$ cat src/rtl/lnb_ctl_pkg.sv
package lnb_ctl_pkg;

  typedef enum logic [1:0] {
    VOUT_BASE      = 2'b00,
    VOUT_BASE_COMP = 2'b01,
    VOUT_HIGH      = 2'b10,
    VOUT_HIGH_COMP = 2'b11
  } vout_code_e;

  function automatic vout_code_e level_code(input logic high_lvl, input logic comp);
    vout_code_e c;
    unique case ({high_lvl, comp})
      2'b00:   c = VOUT_BASE;
      2'b01:   c = VOUT_BASE_COMP;
      2'b10:   c = VOUT_HIGH;
      default: c = VOUT_HIGH_COMP;
    endcase
    return c;
  endfunction

endpackage

$ cat src/rtl/lnb_tone_div.sv
module lnb_tone_div #(
  parameter int TONE_DIV = 10
) (
  input  logic clk,
  input  logic rst_n,
  input  logic run,
  output logic wave
);
  localparam int DW   = (TONE_DIV > 2) ? $clog2(TONE_DIV) : 1;
  localparam int HALF = TONE_DIV / 2;
  localparam logic [DW-1:0] LAST = DW'(TONE_DIV - 1);

  logic [DW-1:0] phase;

  always_ff @(posedge clk or negedge rst_n) begin
    if (!rst_n)             phase <= '0;
    else if (!run)          phase <= '0;
    else if (phase == LAST) phase <= '0;
    else                    phase <= phase + 1'b1;
  end

  assign wave = (phase < DW'(HALF));
endmodule

$ cat src/rtl/lnb_softstart.sv
module lnb_softstart #(
  parameter int SS_CYCLES = 512
) (
  input  logic clk,
  input  logic rst_n,
  input  logic run,
  output logic [$clog2(SS_CYCLES+1)-1:0] ramp,
  output logic done
);
  localparam int SW = $clog2(SS_CYCLES + 1);
  localparam logic [SW-1:0] FULL = SW'(SS_CYCLES);

  always_ff @(posedge clk or negedge rst_n) begin
    if (!rst_n)     ramp <= '0;
    else if (!run)  ramp <= '0;
    else if (!done) ramp <= ramp + 1'b1;
  end

  assign done = (ramp == FULL);
endmodule

$ cat src/rtl/lnb_vsel_enc.sv
module lnb_vsel_enc (
  input  logic       vsel,
  input  logic       llc,
  input  logic       force_hi,
  output logic [1:0] code
);
  import lnb_ctl_pkg::*;

  vout_code_e sel;

  always_comb sel = level_code(vsel | force_hi, llc);

  assign code = sel;
endmodule

$ cat src/rtl/lnb_chan.sv
module lnb_chan #(
  parameter int TONE_DIV  = 10,
  parameter int SS_CYCLES = 512
) (
  input  logic clk,
  input  logic rst_n,
  input  logic active,
  input  logic tone_on,
  input  logic burst,
  input  logic vsel,
  input  logic llc,
  input  logic force_hi,
  output logic run_en,
  output logic tone_gate,
  output logic tone_wave,
  output logic [1:0] vcode,
  output logic [$clog2(SS_CYCLES+1)-1:0] ramp
);
  logic ss_done;
  logic raw_wave;

  lnb_softstart #(.SS_CYCLES(SS_CYCLES)) u_ss (
    .clk   (clk),
    .rst_n (rst_n),
    .run   (active),
    .ramp  (ramp),
    .done  (ss_done)
  );

  lnb_tone_div #(.TONE_DIV(TONE_DIV)) u_div (
    .clk   (clk),
    .rst_n (rst_n),
    .run   (active),
    .wave  (raw_wave)
  );

  lnb_vsel_enc u_enc (
    .vsel     (vsel),
    .llc      (llc),
    .force_hi (force_hi),
    .code     (vcode)
  );

  always_ff @(posedge clk or negedge rst_n) begin
    if (!rst_n) run_en <= 1'b0;
    else        run_en <= active;
  end

  assign tone_gate = active & ss_done & (tone_on | burst);
  assign tone_wave = tone_gate & raw_wave;
endmodule

$ cat src/rtl/lnb_chan_ctl.sv
module lnb_chan_ctl #(
  parameter int NUM_CH    = 2,
  parameter int TONE_DIV  = 10,
  parameter int SS_CYCLES = 512
) (
  input  logic                                    clk,
  input  logic                                    rst_n,
  input  logic                                    pwr_ok,
  input  logic                                    therm_sd,
  input  logic [NUM_CH-1:0]                       reg_en,
  input  logic [NUM_CH-1:0]                       reg_vsel,
  input  logic [NUM_CH-1:0]                       reg_llc,
  input  logic [NUM_CH-1:0]                       reg_tone_on,
  input  logic [NUM_CH-1:0]                       burst_in,
  input  logic [NUM_CH-1:0]                       force_hi,
  output logic [NUM_CH-1:0]                       run_en,
  output logic [NUM_CH-1:0]                       tone_gate,
  output logic [NUM_CH-1:0]                       tone_wave,
  output logic [2*NUM_CH-1:0]                     vcode,
  output logic [NUM_CH*$clog2(SS_CYCLES+1)-1:0]   ss_count
);
  localparam int SW = $clog2(SS_CYCLES + 1);

  logic chip_ok;
  logic [NUM_CH-1:0] active;

  assign chip_ok = pwr_ok & ~therm_sd;

  for (genvar g = 0; g < NUM_CH; g++) begin : g_ch
    assign active[g] = chip_ok & reg_en[g];

    lnb_chan #(.TONE_DIV(TONE_DIV), .SS_CYCLES(SS_CYCLES)) u_chan (
      .clk       (clk),
      .rst_n     (rst_n),
      .active    (active[g]),
      .tone_on   (reg_tone_on[g]),
      .burst     (burst_in[g]),
      .vsel      (reg_vsel[g]),
      .llc       (reg_llc[g]),
      .force_hi  (force_hi[g]),
      .run_en    (run_en[g]),
      .tone_gate (tone_gate[g]),
      .tone_wave (tone_wave[g]),
      .vcode     (vcode[2*g +: 2]),
      .ramp      (ss_count[g*SW +: SW])
    );
  end
endmodule

$ cat config.mk
export PLATFORM = sky130hd
export DESIGN_NAME = lnb_chan_ctl
export DESIGN_NICKNAME = d
export VERILOG_FILES = /design/src/rtl/lnb_ctl_pkg.sv /design/src/rtl/lnb_tone_div.sv /design/src/rtl/lnb_softstart.sv /design/src/rtl/lnb_vsel_enc.sv /design/src/rtl/lnb_chan.sv /design/src/rtl/lnb_chan_ctl.sv
export SDC_FILE = /design/constraint.sdc
export NUM_CORES = 1
export LEC_CHECK = 0
export BUFFER_PORTS_ARGS = -buffer_cell sky130_fd_sc_hd__buf_2
export CAP_MARGIN = 40
export CORE_ASPECT_RATIO = 0.9
export CORE_UTILIZATION = 54
export CTS_BUF_LIST = sky130_fd_sc_hd__clkbuf_4 sky130_fd_sc_hd__clkbuf_8
export DETAILED_ROUTE_END_ITERATION = 10
export GPL_TIMING_DRIVEN = 1
export PLACE_DENSITY_LB_ADDON = 0.08
export SLEW_MARGIN = 10
export SYNTH_ARGS = -nofsm -noshare
export SYNTH_HDL_FRONTEND = slang
export SYNTH_HIERARCHICAL = 1
export SYNTH_SLANG_ARGS = --single-unit
$ cat constraint.sdc
create_clock -name clk -period 1.6 [get_ports clk]
set_clock_uncertainty 0.15 [all_clocks]
set_input_delay 0.08 -clock clk [delete_from_list [all_inputs] [get_ports clk]]
set_output_delay 0.08 -clock clk [all_outputs]
set_load 0.05 [all_outputs]
==> out/results.ini, run 1 <==
[logic_synthesis]
synthArstFlopShare_pct = 100
synth_nets = 197
yosys-top-cells-area = dfrtp_1 (45%), ha_1 (7.5%), nand2_1 (4.1%)
synth_top_area_share_pct = 45.2
synth_top_area_cell = dfrtp_1
netlist_instances = 171
synth_seq_cells = 30
yosys_warnings = 6
synth.distinct_cells = 33
synth_edf_count = 0
netlist_area_sq_um = 1660
synth_top_flop_cell = dfrtp_1
synth_seq_area_share_pct = 45.2
synth_area_per_cell_sq_um = 9.71

[routing]
vias = 1648
drt_wl_total_mm = 4.21
post_drt_wl_per_cell_microns = 14.7
drt_iter0_drc = 91
drc = 0
viasPerCell = 5.74
drtAntennaViolNets = 0
dr.pass1.iters = 4

[critical_path]
cp-start-kind = flop
cp.required_ps = 1370
regToRegSetupSlack_ps = -10
crit_arrival_ps = 1650
crit_type = flop to primary output
path_max_fanout = 3
end_kind = primary output

[timing]
worst_slew_pin_slew_ps = 675
period_needed_ps = 1880
hold_violations = 0
setup_viol = 5
maxSlewViolCount = 0
period_share_pct = 118
setup-tns-final_ps = -1060
worst_slack_ps = -282
rsz0062_at_grt = true
relSlewSlack_pct = 55.0
timing.fmax_mhz = 531

[placement]
port_buffers = 41
place_inst = 269
dp_hpwl_mm = 2.71
gp_congestion = 0.789

[cells_and_area]
diodes = 0
final_cells = 287
layout-drive-gt1-share_pct = 48.2
nets = 272
final_core_util_pct = 84.9
syn_to_final_growth_pct = 45.1

[global_route]
grt_pass1_vias = 1487
antenna_found_initial = 0
grt_overflow = 0
grt_usage_pct = 27.1
grt_max_degree = 31
grt_pass1_wl_mm = 6.38

[worst_hold_path]
hp-class = input pin to primary output

[status]
status = finished, violations left
failed_checks = setup timing

[cts]
cts_tree = built
clk_pin_slew_ps = 90
numCtsBuffers = 5
clock_path_buffers = 2
root_buffer = clkbuf_4
h-tree-depth = 2
clock_sinks = 30
clkLatencyLatePin_ps = 340

[die]
core_area_sq_um = 2840
pin_count = 46
die_w_microns = 60.5
rows = 18
start_util_pct = 58.5
die_area_sq_um = 3300
die_y_microns = 54.6

[power]
leakagePower_nw = 1.08
peakVddDrop_mv = 0.751
power_mw = 1.70
powerDensity_nw_per_um2 = 705

[job]
cap_violations = 0

-- state kept, by name (all words and copies together), names as in the netlist --
signal and cells:
g_ch.u_chan/u_div/phase 8, g_ch.u_chan/u_ss/ramp 20, g_ch.u_chan/run_en 2
-- what timing repair did --
| item | 4_1_cts | 5_1_grt |
|---|---|---|
| endpoints found under the hold margin | 32 | 0 |
| setup endpoints to repair | 4 | 14 |
| resized for setup | 10 | 16 |
| hold buffers | 3 | 0 |
| pin swaps | 3 | 8 |
| setup buffers | 1 | 7 |
| cloned | 0 | 0 |
-- where the power goes --
part | total, mW | leakage, nW | switching (mW) | internal, mW
combinational | 0.120 | 0.637 | 0.0788 | 0.0407
clock | 0.809 | 0.0585 | 0.280 | 0.529
sequential | 0.769 | 0.386 | 0.00434 | 0.765
total | 1.70 | 1.08 | 0.363 | 1.33
-- cells in the final DEF, fill, tap and decap left out, types with 3 or more instances in the layout --
master          n
xor2_1          4
ha_1            8
a21oi_1         8
buf_6           8
buf_2          37
buf_4          24
dlygate4sd3_1   3
nand3_1         8
dfrtp_2        18
and3_1          4
nand3b_1        7
dfrtp_1        12
o31ai_1         4
nand2b_1        3
inv_1          12
nor3b_1         3
mux2i_1         4
clkbuf_4        5
nand2_1        18
or3_2           3
nor2_1          7
o21ai_0         8
-- Yosys cell counts, types with 4 or more instances --
library cell / instances
o31ai_1: 4
a21oi_1: 10
or4_1: 4
and3_1: 4
nand3_1: 8
nand3b_1: 7
mux2i_1: 4
nor2_1: 7
or3_2: 4
inv_1: 12
ha_1: 10
xor2_1: 4
o21ai_0: 8
dfrtp_1: 30
nand2_1: 18
-- worst max-delay path, stage by stage (launching register included) --
cell and delay, ps:
dfrtp_2 420, nor4_2 270, and4_4 270, o2111a_2 210, buf_6 150
-- layer usage --
| layer | wire length (microns) | up-vias | global-route usage (%) |
|---|---|---|---|
| li1 | - | 766 | - |
| met3 | 320 | 14 | 8.27 |
| met1 | 1680 | 780 | 30.1 |
| met5 | 0 | - | 0 |
| met2 | 2140 | 88 | 48.0 |
| met4 | 60 | 0 | 12.5 |
-- final timing paths --
path / cells past startpoint / to / startpoint
max in group asynchronous: 2 / g_ch[0].u_chan/u_ss/ramp[2] / rst_n
hold reg to reg: 2 / g_ch[1].u_chan/u_div/phase[0] / g_ch[1].u_chan/u_div/phase[0]
setup reg to reg: 6 / g_ch[0].u_chan/u_ss/ramp[8] / g_ch[0].u_chan/u_ss/ramp[1]
hold / removal: 0 / vcode[2] / reg_llc[1]
setup / recovery: 4 / tone_wave[0] / g_ch[0].u_chan/u_ss/ramp[4]
min in group asynchronous: 2 / g_ch[1].u_chan/u_ss/ramp[8] / rst_n
-- final cells by class --
cell class | instances | area, sq um
multi-input combinational | 125 | 943
sequential | 30 | 773
timing repair buffer | 72 | 485
fill | 158 | 429
clock inverter | 2 | 60.1
clock buffer | 6 | 51.3
tap | 40 | 50.0
inverter | 12 | 45.0
-- kinds of logic after synthesis --
kind of cell,after synthesis,synth area share (%)
AOI/OAI and AO/OA,32,12.6
xor gates and xnor gates,4,2.11
adders and majority gates,10,7.54
buffers and inverters,16,3.77
DFF,30,45.2
muxes,4,2.41
and+or+nand+nor,75,26.4
-- per-stage QoR --
| stage | cell area [sq um] | setup WS (ps) | hold WS (ps) |
|---|---|---|---|
| after floorplan | 1720 | -104 | -366 |
| after global placement | 2110 | 29.5 | -5.15 |
| after detailed placement | 2110 | 19.1 | 2.25 |
| after CTS | 2290 | -297 | 10.6 |
| after global routing | 2410 | -336 | 10.1 |
| final | 2410 | -282 | 10.0 |
(Power assumes the default switching activity.)
==> run 2: changes to the inputs <==
- SETUP_SLACK_MARGIN: unset -> 0.1
==> out/results.ini, run 2 (synthesis gave the netlist of run 1 again) <==
[cells_and_area]
fin_area_sq_um = 2480  ; +2.9%
regMostFlops = g_ch.u_chan/u_ss/ramp
final_cell_mix = buf_2 (37), buf_4 (19), dfrtp_2 (18), buf_6 (16), nand2_1 (15)
largestRegisters = g_ch.u_chan/u_ss/ramp: 20 flops, g_ch.u_chan/u_div/phase: 8 flops, g_ch.u_chan/run_en: 2 flops
nets = 274  ; +0.74%
final_common_cell = buf_2
largest_register_ffs = 20  ; unchanged
diodes = 0  ; unchanged
syn_to_final_growth_pct = 49.2
layout-drive-gt1-share_pct = 54.2  ; +6.0 points
final_core_util_pct = 87.3  ; +2.4 points

[routing]
post_drt_wl_per_cell_microns = 16.9  ; +15%
drtAntennaViolNets = 0  ; unchanged
drc = 0  ; unchanged
drt_iter0_drc = 122  ; +34%
dr.pass1.iters = 4  ; unchanged
vias = 1708  ; +3.6%
viasPerCell = 5.91  ; +2.9%
drt_wl_total_mm = 4.87  ; +16%

[critical_path]
crit_type = flop to primary output
worstReg2RegEnd = g_ch[1].u_chan/u_ss/ramp[1]
slowest_delay_ps = 440  ; +20 ps
cp-start-kind = flop
r2r_start = g_ch[1].u_chan/u_ss/ramp[4]
end_kind = primary output
crit_slowest_cell = dfrtp_2
path_max_fanout = 3  ; unchanged
path_cells = nor4_4 > and4_4 > o2111a_2 > buf_6
crit_arrival_ps = 1720  ; +70 ps
cp.required_ps = 1370  ; about the same
regToRegSetupSlack_ps = -160  ; -150 ps
worstRegToRegCells = 6  ; unchanged

[timing]
hold_violations = 0  ; unchanged
timing.fmax_mhz = 512  ; -3.7%
period_share_pct = 122  ; +4.5 points
maxSlewViolCount = 0  ; unchanged
relSlewSlack_pct = 54.3  ; -0.67 points
worst_slew_pin_slew_ps = 685  ; +10.1 ps
worst_slack_ps = -354  ; -72.1 ps
period_needed_ps = 1950  ; +72.1 ps
setup_viol = 10  ; +5
worst_hold_slack_ps = 10.0  ; unchanged
rsz0062_at_grt = true

[global_route]
grt_pass1_wl_mm = 6.98  ; +9.4%
grt_pass1_vias = 1571  ; +5.6%
grt_max_degree = 31  ; unchanged
antenna_found_initial = 0  ; unchanged
grt_usage_pct = 29.7  ; +2.5 points
grt_overflow = 0  ; unchanged

[die]
start_util_pct = 58.5  ; unchanged
pin_count = 46  ; unchanged
die_y_microns = 54.6  ; unchanged
die_w_microns = 60.5  ; unchanged
rows = 18  ; unchanged
core_area_sq_um = 2840  ; unchanged
die_area_sq_um = 3300  ; unchanged

[cts]
clk_pin_slew_ps = 100  ; about the same
h-tree-depth = 2  ; unchanged
clock_sinks = 30  ; unchanged
clock_path_buffers = 2  ; unchanged
cts_tree = built
root_buffer = clkbuf_4
clkLatencyLatePin_ps = 330  ; about the same
numCtsBuffers = 5  ; unchanged

[placement]
port_buffers = 41  ; unchanged
dp_hpwl_mm = 2.97  ; +9.6%
dp_slack_ps = -60.0  ; -79.1 ps
gp_congestion = 0.870  ; +10%
placed_cell_area_sq_um = 2140  ; +1.7%

[status]
status = finished, violations left
failed_checks = setup timing

[power]
powerDensity_nw_per_um2 = 565  ; -20%
peakVddDrop_mv = 0.581  ; -23%
power_mw = 1.40  ; -18%
leakagePower_nw = 1.13  ; +4.1%

[job]
cap_violations = 0  ; unchanged

[worst_hold_path]
min_to = vcode[2]
hp-start = reg_llc[1]
hp-class = input pin to primary output
whs_path_depth = 0  ; unchanged

==> run 2: worst max path at each step <==
stage,start,cells past startpoint,endpoint,slack (ps)
global route,g_ch[1].u_chan/u_ss/ramp[4],4,tone_wave[1],-480
global placement,g_ch[1].u_chan/u_ss/ramp[4],4,tone_wave[1],10
CTS,g_ch[1].u_chan/u_ss/ramp[4],4,tone_wave[1],-310
finish,g_ch[1].u_chan/u_ss/ramp[4],4,tone_wave[1],-350
floorplan,g_ch[0].u_chan/u_ss/ramp[4],4,tone_wave[0],-100
detailed placement,g_ch[1].u_chan/u_ss/ramp[4],4,tone_wave[1],-60
==> run 2: routing by layer <==
layer,vias up,wire length (microns),track usage [%]
met5,-,0,0
met4,0,75,8.71
met3,14,226,7.09
met2,71,2620,55.9
met1,852,1950,33.3
li1,771,-,-
==> run 2: final cells by class <==
type | instances | area [sq um]
sequential | 30 | 773
clock inverter | 1 | 5.00
inverter | 12 | 45.0
timing repair buffer | 74 | 533
clock buffer | 7 | 58.8
tap | 40 | 50.0
multi-input combinational | 125 | 1010
fill | 146 | 360
==> run 2: critical path, delay by kind of cell (launching register included) <==
| family | cells | cell delay (ps) |
|---|---|---|
| compound gates | 1 | 210 |
| simple gates | 2 | 580 |
| flops | 1 | 440 |
| buf+inv | 1 | 150 |
==> run 2: timing repair <==
item                                    CTS  global route
buffers inserted                          3             7
cloned                                    0             0
endpoints found under the hold margin    30             0
pin swaps                                 6             9
endpoints found under the setup margin   14            18
resized for setup                        28            22
hold buffers                              1             0
==> run 2: report_power, final <==
part | internal (mW) | switching, mW | leakage (nW)
combinational | 0.0414 | 0.0831 | 0.701
clock | 0.230 | 0.277 | 0.0387
sequential | 0.765 | 0.00454 | 0.386
==> run 2: stage by stage <==
stage                     setup TNS, ps  instances
after CTS                         -1220        284
after detailed placement           -124        272
after global routing              -2690        289
after global placement                0        272
after floorplan                    -391        171
final                             -1890        289
